--- config.mk ---
export PLATFORM = sky130hd
export DESIGN_NAME = vsel_group
export DESIGN_NICKNAME = d
export VERILOG_FILES = /design/src/rtl/vsel_group.sv
export SDC_FILE = /design/constraint.sdc
export NUM_CORES = 1
export LEC_CHECK = 0
export BUFFER_PORTS_ARGS = -buffer_cell sky130_fd_sc_hd__buf_2
export CAP_MARGIN = 20
export CORE_AREA = 2 2 642 644
export DETAILED_ROUTE_END_ITERATION = 10
export DIE_AREA = 0 0 644 646
export PLACE_DENSITY = 0.3
export SYNTH_ARGS = -nofsm -noshare
export SYNTH_HDL_FRONTEND = slang
export SYNTH_SLANG_ARGS = --single-unit
--- constraint.sdc ---
create_clock -name clk -period 2.15 [get_ports clk]
set_input_delay 0.1075 -clock clk [delete_from_list [all_inputs] [get_ports clk]]
set_output_delay 0.1075 -clock clk [all_outputs]
set_load 0.01 [all_outputs]
--- src/rtl/vsel_group.sv ---
module vsel_group #(
  parameter int VLEN = 128,
  parameter int RFW  = 5
) (
  input  logic                 clk,
  input  logic                 rst_n,
  input  logic                 start,
  input  logic [1:0]           esz,
  input  logic                 quad,
  input  logic [RFW-2:0]       dst_fld,
  input  logic [RFW-2:0]       srca_fld,
  input  logic [RFW-2:0]       srcb_fld,
  input  logic [2:0]           pn_fld,
  output logic [8*RFW-1:0]     src_addr,
  input  logic [8*VLEN-1:0]    src_data,
  output logic [3:0]           pred_addr,
  input  logic [VLEN/8-1:0]    pred_data,
  output logic [3:0]           wb_en,
  output logic [4*RFW-1:0]     wb_addr,
  output logic [4*VLEN-1:0]    wb_data,
  output logic                 done
);
  localparam int PL = VLEN / 8;

  logic [RFW-1:0]    a_base, b_base, d_base;
  logic [15:0]       cnt;
  logic [4*PL-1:0]   act;
  logic [4*VLEN-1:0] sel;
  logic [4*RFW-1:0]  d_addr;

  assign a_base = quad ? {srca_fld[2:0], 2'b00} : {srca_fld, 1'b0};
  assign b_base = quad ? {srcb_fld[2:0], 2'b00} : {srcb_fld, 1'b0};
  assign d_base = quad ? {dst_fld[2:0], 2'b00}  : {dst_fld, 1'b0};
  assign pred_addr = {1'b1, pn_fld};
  assign cnt = pred_data[15:0];

  for (genvar r = 0; r < 4; r++) begin : g_reg
    assign src_addr[r*RFW +: RFW]     = a_base + RFW'(r);
    assign src_addr[(4+r)*RFW +: RFW] = b_base + RFW'(r);
    assign d_addr[r*RFW +: RFW]       = d_base + RFW'(r);
    for (genvar b = 0; b < PL; b++) begin : g_byte
      localparam int GB = r * PL + b;
      assign act[GB] = (32'(GB) >> esz) < {16'b0, cnt};
      assign sel[r*VLEN + b*8 +: 8] = act[GB] ? src_data[r*VLEN + b*8 +: 8]
                                              : src_data[(4+r)*VLEN + b*8 +: 8];
    end
  end

  always_ff @(posedge clk or negedge rst_n) begin
    if (!rst_n) begin
      done    <= 1'b0;
      wb_en   <= 4'b0;
      wb_addr <= '0;
      wb_data <= '0;
    end else begin
      done  <= start;
      wb_en <= start ? (quad ? 4'b1111 : 4'b0011) : 4'b0000;
      if (start) begin
        wb_addr <= d_addr;
        wb_data <= sel;
      end
    end
  end
endmodule


# Word-level counts from Yosys, hierarchy flattened
# Cells that the tools add are included.
# classes
shifts	64
add_sub_neg	9
muxes	69
n_lt_le_gt_ge	64
# op_table
operator	n
$lt 32x16->1	64
$shr 6x2->32 const A	32
$mux 8	64
$shr 5x2->32 const A	16
$shr 4x2->32 const A	8
$shr 3x2->32 const A	4
$shr 1x2->32 const A	2
$shr 2x2->32 const A	2
$add 5x2->5 const B	6
$add 5x1->5 const B	3
$mux 5	3
$mux 4	2
# word_totals
reg_bits	537
elab_cells	210

# Longest topological paths before layout
# logic_depth
depth_word	3
depth_mapped	12

# Worst setup path after synthesis
# No wires, ideal clock.
# synth_path
path_type	input to register
from	in esz[1]
to	reg wb_data[368]
t_required_ns	2.013
path_stages	11
arrival_time_ns	2.503
setup_ns	0.137
setup_slack_ns	-0.490
path_cell_list	inv_1 ha_1 clkbuf_1 or2_2 ha_1 clkbuf_1 o21a_1 nor2_1 o32ai_4 mux2i_1 a21oi_1
# synth_between
elab_chain_cells	3
# synth_lines
element	line	text
start, declared	8	input logic [1:0] esz,
$shr 6x2->32	43	assign act[GB] = (32'(GB) >> esz) < {16'b0, cnt};
$lt 32x16->1	43	
$mux 8	44	assign sel[r*VLEN + b*8 +: 8] = act[GB] ? src_data[r*VLEN + b*8 +: 8]
end signal, assigned	60	wb_data <= sel;
end, declared	20	output logic [4*VLEN-1:0] wb_data,
# No other way between the ends.
# A chain may end at the register's enable or synchronous reset.

# Final worst setup path
# layout_path
from	in esz[0]
to	reg wb_data[453]
# Same word-level chain as after synthesis.

==> results summary <==
The leakage power came out at 25.76 nW. The clock latency on the worst-skew pair is between 0.7 and 0.8 ns. The number of nets at the end of the flow is approximately 7000.

The achievable frequency came out at approximately 470 MHz. The H-tree depth reported by CTS came out at 3. OpenSTA, run right after detailed placement, puts the worst setup slack at -1.045 ns. For the pin with the worst max-slew slack, the measured transition is about 0.99 ns.

The wire length per cell after detailed routing is between 20 and 30 µm. The post-layout instance area came out at between 60000 and 70000 µm². The flow ran to the end, and the final reports show no timing, DRC or antenna violations.

The nature of the critical path startpoint is an input pin. The worst reg2reg path depth is 3. The area overhead of the layout relative to synthesis came out at 122.0%. The number of core rows came out at 235.

Summed over all failing endpoints, the final setup total negative slack is 0 ns. The total of buffers placed on input and output ports came out at between 1500 and 2000. The switching share of total power came out at between 30% and 40%. The aggregate routed wire length is roughly 330000 µm. The initial detailed-routing violation count is 2317. The vertical die dimension is 646 µm. Yosys mapped the design onto 66 distinct sky130hd cell types. The number of endpoints failing setup at the final stage is 0. The clock-pin transition on the worst setup and hold timing paths came out at around 0.060 ns. In the layout the commonest cells are buf_2, dlygate4sd3_1, dfrtp_1, nor2_1, buf_4.

The final period demand of the worst path is around 2.1 ns. The global-route wire length before repair is slightly above 400000 µm. The synthesized netlist cell count is about 2900.

The post-synthesis sequential area ratio is roughly half. The count of TritonRoute iterations in the first routing pass came out at 5. In this run the tightest slew margin relative to its limit is 33.56%. Once detail routing completed, the nets flagged for antenna violations numbered 0. In the synthesized netlist the dominant register cell turns out to be dfrtp_1. The number of global-route vias before repair came out at between 30000 and 40000.

The critical path is of the input pin to register type. The buffer levels on the longest clock path came out at 4. The post-synthesis register bit count is 523. The mean number of vias per cell is about 3.2. The netlist area before placement is roughly 27000 µm². The min-delay analysis places its worst path in the category input pin to register. Across the VDD grid, the largest voltage drop is approximately 530 µV. In this run the power density over the cells is 588.8 nW/µm². The library cell used most frequently in the layout, excluding fill and tap cells, is buf_2. The number of clock buffers inserted by TritonCTS is 80.

Cell internal power was estimated by the tool at between 20 and 25 mW. The hold path depth is 4. The average cell area after synthesis came out at ~9.4 µm². The final hold violation count is 0.

The final critical path takes up about 100% of the cycle. The global-route total usage across every layer is 15.12%. STA puts the critical path data required time at 2.81 ns. The final worst setup slack is roughly 0.0016 ns.

The area inside the core boundary is a little over 400000 µm². The net switching component of the power came out at between 10 and 15 mW. The routed layout has 36670 vias. The placement-stage cell area is between 40000 and 50000 µm². The share of power burned in the clock network is a little under two fifths. The proportion of power drawn by combinational gates came out at between 20% and 30%.

The number of sinks handled by clock tree synthesis is about 520. The filler-free cell count of the finished design came out at 11460. For this run, the number of Yosys warnings is 0.

The worst setup path is captured at a register. TritonCTS built the clock tree. The detailed placement HPWL came out at 286000 µm. The DRC violation count after routing is 0. The die covers between 400000 and 500000 µm². The initial antenna violation count came out at between 80 and 90.

The maximum fanout along the worst path came out at 8. The congestion estimate from routability-driven global placement came to between 0.9 and 1. Setup repair after global routing could not meet its margin everywhere. The arrival time at the worst endpoint is approximately 2.8 ns.

Global routing finished with a remaining overflow of 0. The starting density of the core is under 10%. The placed instance count came out at about 10000. around 1600 I/O pins were placed. The master cell of the clock root buffer is clkbuf_16. The die width came out at roughly 640 µm.

The number of enable-type register cells in the synthesized netlist is 0. The part of the power in registers is 32.2%. For this run, asynchronously set or reset flops after synthesis account for 100.0%. In the final layout, the share of cells above drive strength 1 is roughly two fifths. The maximum number of pins on one net before global-route repair came out at between 100 and 150. The final setup skew is 0 ns. The final number of max-transition violations came out at 0. The number of maximum-capacitance constraint violations is 0.
-- final cells by class --
| type | instances | area, µm² |
|---|---|---|
| clock inverter | 15 | 155.1 |
| antenna | 34 | 85.08 |
| timing repair buffer | 3200 | 24120 |
| inverter | 24 | 96.34 |
| tap | 5451 | 6820 |
| multi-input combinational | 2093 | 13260 |
| clock buffer | 123 | 2406 |
| fill | 46720 | 348700 |
| sequential | 523 | 13090 |
-- metrics by stage --
| step | hold WS (ns) | power, mW | util [%] |
|---|---|---|---|
| after global routing | 0.06801 | 37.20 | 14.68 |
| final | 0.09761 | 35.34 | 14.69 |
| after floorplan | -0.1881 | 13.79 | - |
| after detailed placement | 0.2151 | 20.63 | 11.37 |
| after global placement | 0.2151 | 20.64 | 11.37 |
| after CTS | 0.0001996 | 36.27 | 14.60 |
-- what timing repair did --
action,CTS,global route
hold endpoints to repair,1015,1
resized for setup,4,31
hold buffers,1063,1
buffers inserted,0,14
endpoints found under the setup margin,9,102
pin swaps,0,6
-- final timing paths --
| path | start | to | slack [ns] |
|---|---|---|---|
| min in group asynchronous | rst_n | wb_data[171] | 0.34 |
| worst max register to register | wb_data[69] | wb_data[69] | 0.81 |
| worst max-delay path | esz[0] | wb_data[453] | 0.002 |
| worst min register to register | wb_addr[15] | wb_addr[15] | 0.51 |
| worst min-delay path | src_data[1023] | wb_data[511] | 0.1 |
| max in group asynchronous | rst_n | wb_data[497] | 1.17 |
-- worst max-delay path, cell delays in order --
cell and delay, ns:
buf_2 0.17, ha_1 0.20, inv_1 0.08, buf_4 0.14, ha_1 0.34, a21oi_1 0.26
buf_4 0.18, o211ai_1 0.14, a22oi_2 0.26, buf_12 0.19, mux2i_1 0.45, buf_4 0.20
a21oi_1 0.06
-- cell families (layout without fill, tap and decap cells) --
| logic type | after synthesis | in the layout | share of synthesized area, % |
|---|---|---|---|
| compound gates | 846 | 846 | 18.60 |
| xor+xnor | 6 | 6 | 0.1943 |
| fa+ha+maj | 43 | 43 | 1.990 |
| buf+inv | 256 | 3362 | 4.271 |
| flops | 523 | 523 | 48.40 |
| mux | 345 | 345 | 12.81 |
| other cells | 2 | 45 | 0.02777 |
| simple gates | 842 | 842 | 13.71 |
-- layer usage --
layer,GRT usage [%],wire length [µm],vias up
li1,-,-,16440
met1,14.96,112600,18050
met2,26.15,158600,1690
met3,8.785,43140,450
met4,5.471,13180,36
met5,0,229,-
-- state kept, by name, indices dropped and copies added, names as in the netlist --
name / flops
wb_en: 2
wb_addr: 9
wb_data: 512
-- synth_stat cells, types with 5 or more instances --
| master | number | area share [%] |
|---|---|---|
| o221ai_1 | 8 | 0.26 |
| nand3b_1 | 5 | 0.14 |
| a21boi_0 | 8 | 0.22 |
| o211ai_1 | 24 | 0.67 |
| buf_1 | 8 | 0.11 |
| dfrtp_1 | 523 | 48 |
| nand2b_1 | 24 | 0.56 |
| a22oi_1 | 15 | 0.42 |
| nor2_1 | 516 | 7.2 |
| nand2_1 | 54 | 0.75 |
| inv_1 | 24 | 0.33 |
| nand4_1 | 8 | 0.19 |
| a211oi_4 | 8 | 0.59 |
| a21oi_2 | 6 | 0.19 |
| o21ai_0 | 169 | 3.1 |
| and3_1 | 5 | 0.12 |
| o31ai_1 | 6 | 0.17 |
| a21o_1 | 7 | 0.19 |
| mux2i_1 | 337 | 12 |
| ha_1 | 43 | 2.0 |
| nand3_1 | 178 | 3.3 |
| clkbuf_1 | 155 | 2.2 |
| and2_1 | 11 | 0.25 |
| o21a_1 | 16 | 0.44 |
| o21ai_1 | 13 | 0.24 |
| o22ai_2 | 5 | 0.23 |
| a21oi_1 | 367 | 6.8 |
| buf_2 | 26 | 0.48 |
| mux2_2 | 8 | 0.33 |
| nor2b_1 | 11 | 0.25 |
| buf_4 | 43 | 1.2 |
| a31oi_1 | 164 | 3.8 |
-- power groups by stage --
stage / combinational [mW] / clock [mW] / sequential [mW]
floorplan: 1.99 / 0 / 11.8
global placement: 9.11 / 0 / 11.5
detailed placement: 9.09 / 0 / 11.5
CTS: 10.9 / 14.0 / 11.4
global route: 11.4 / 14.3 / 11.5
finish: 10.6 / 13.4 / 11.4
(Power assumes the default switching activity.)
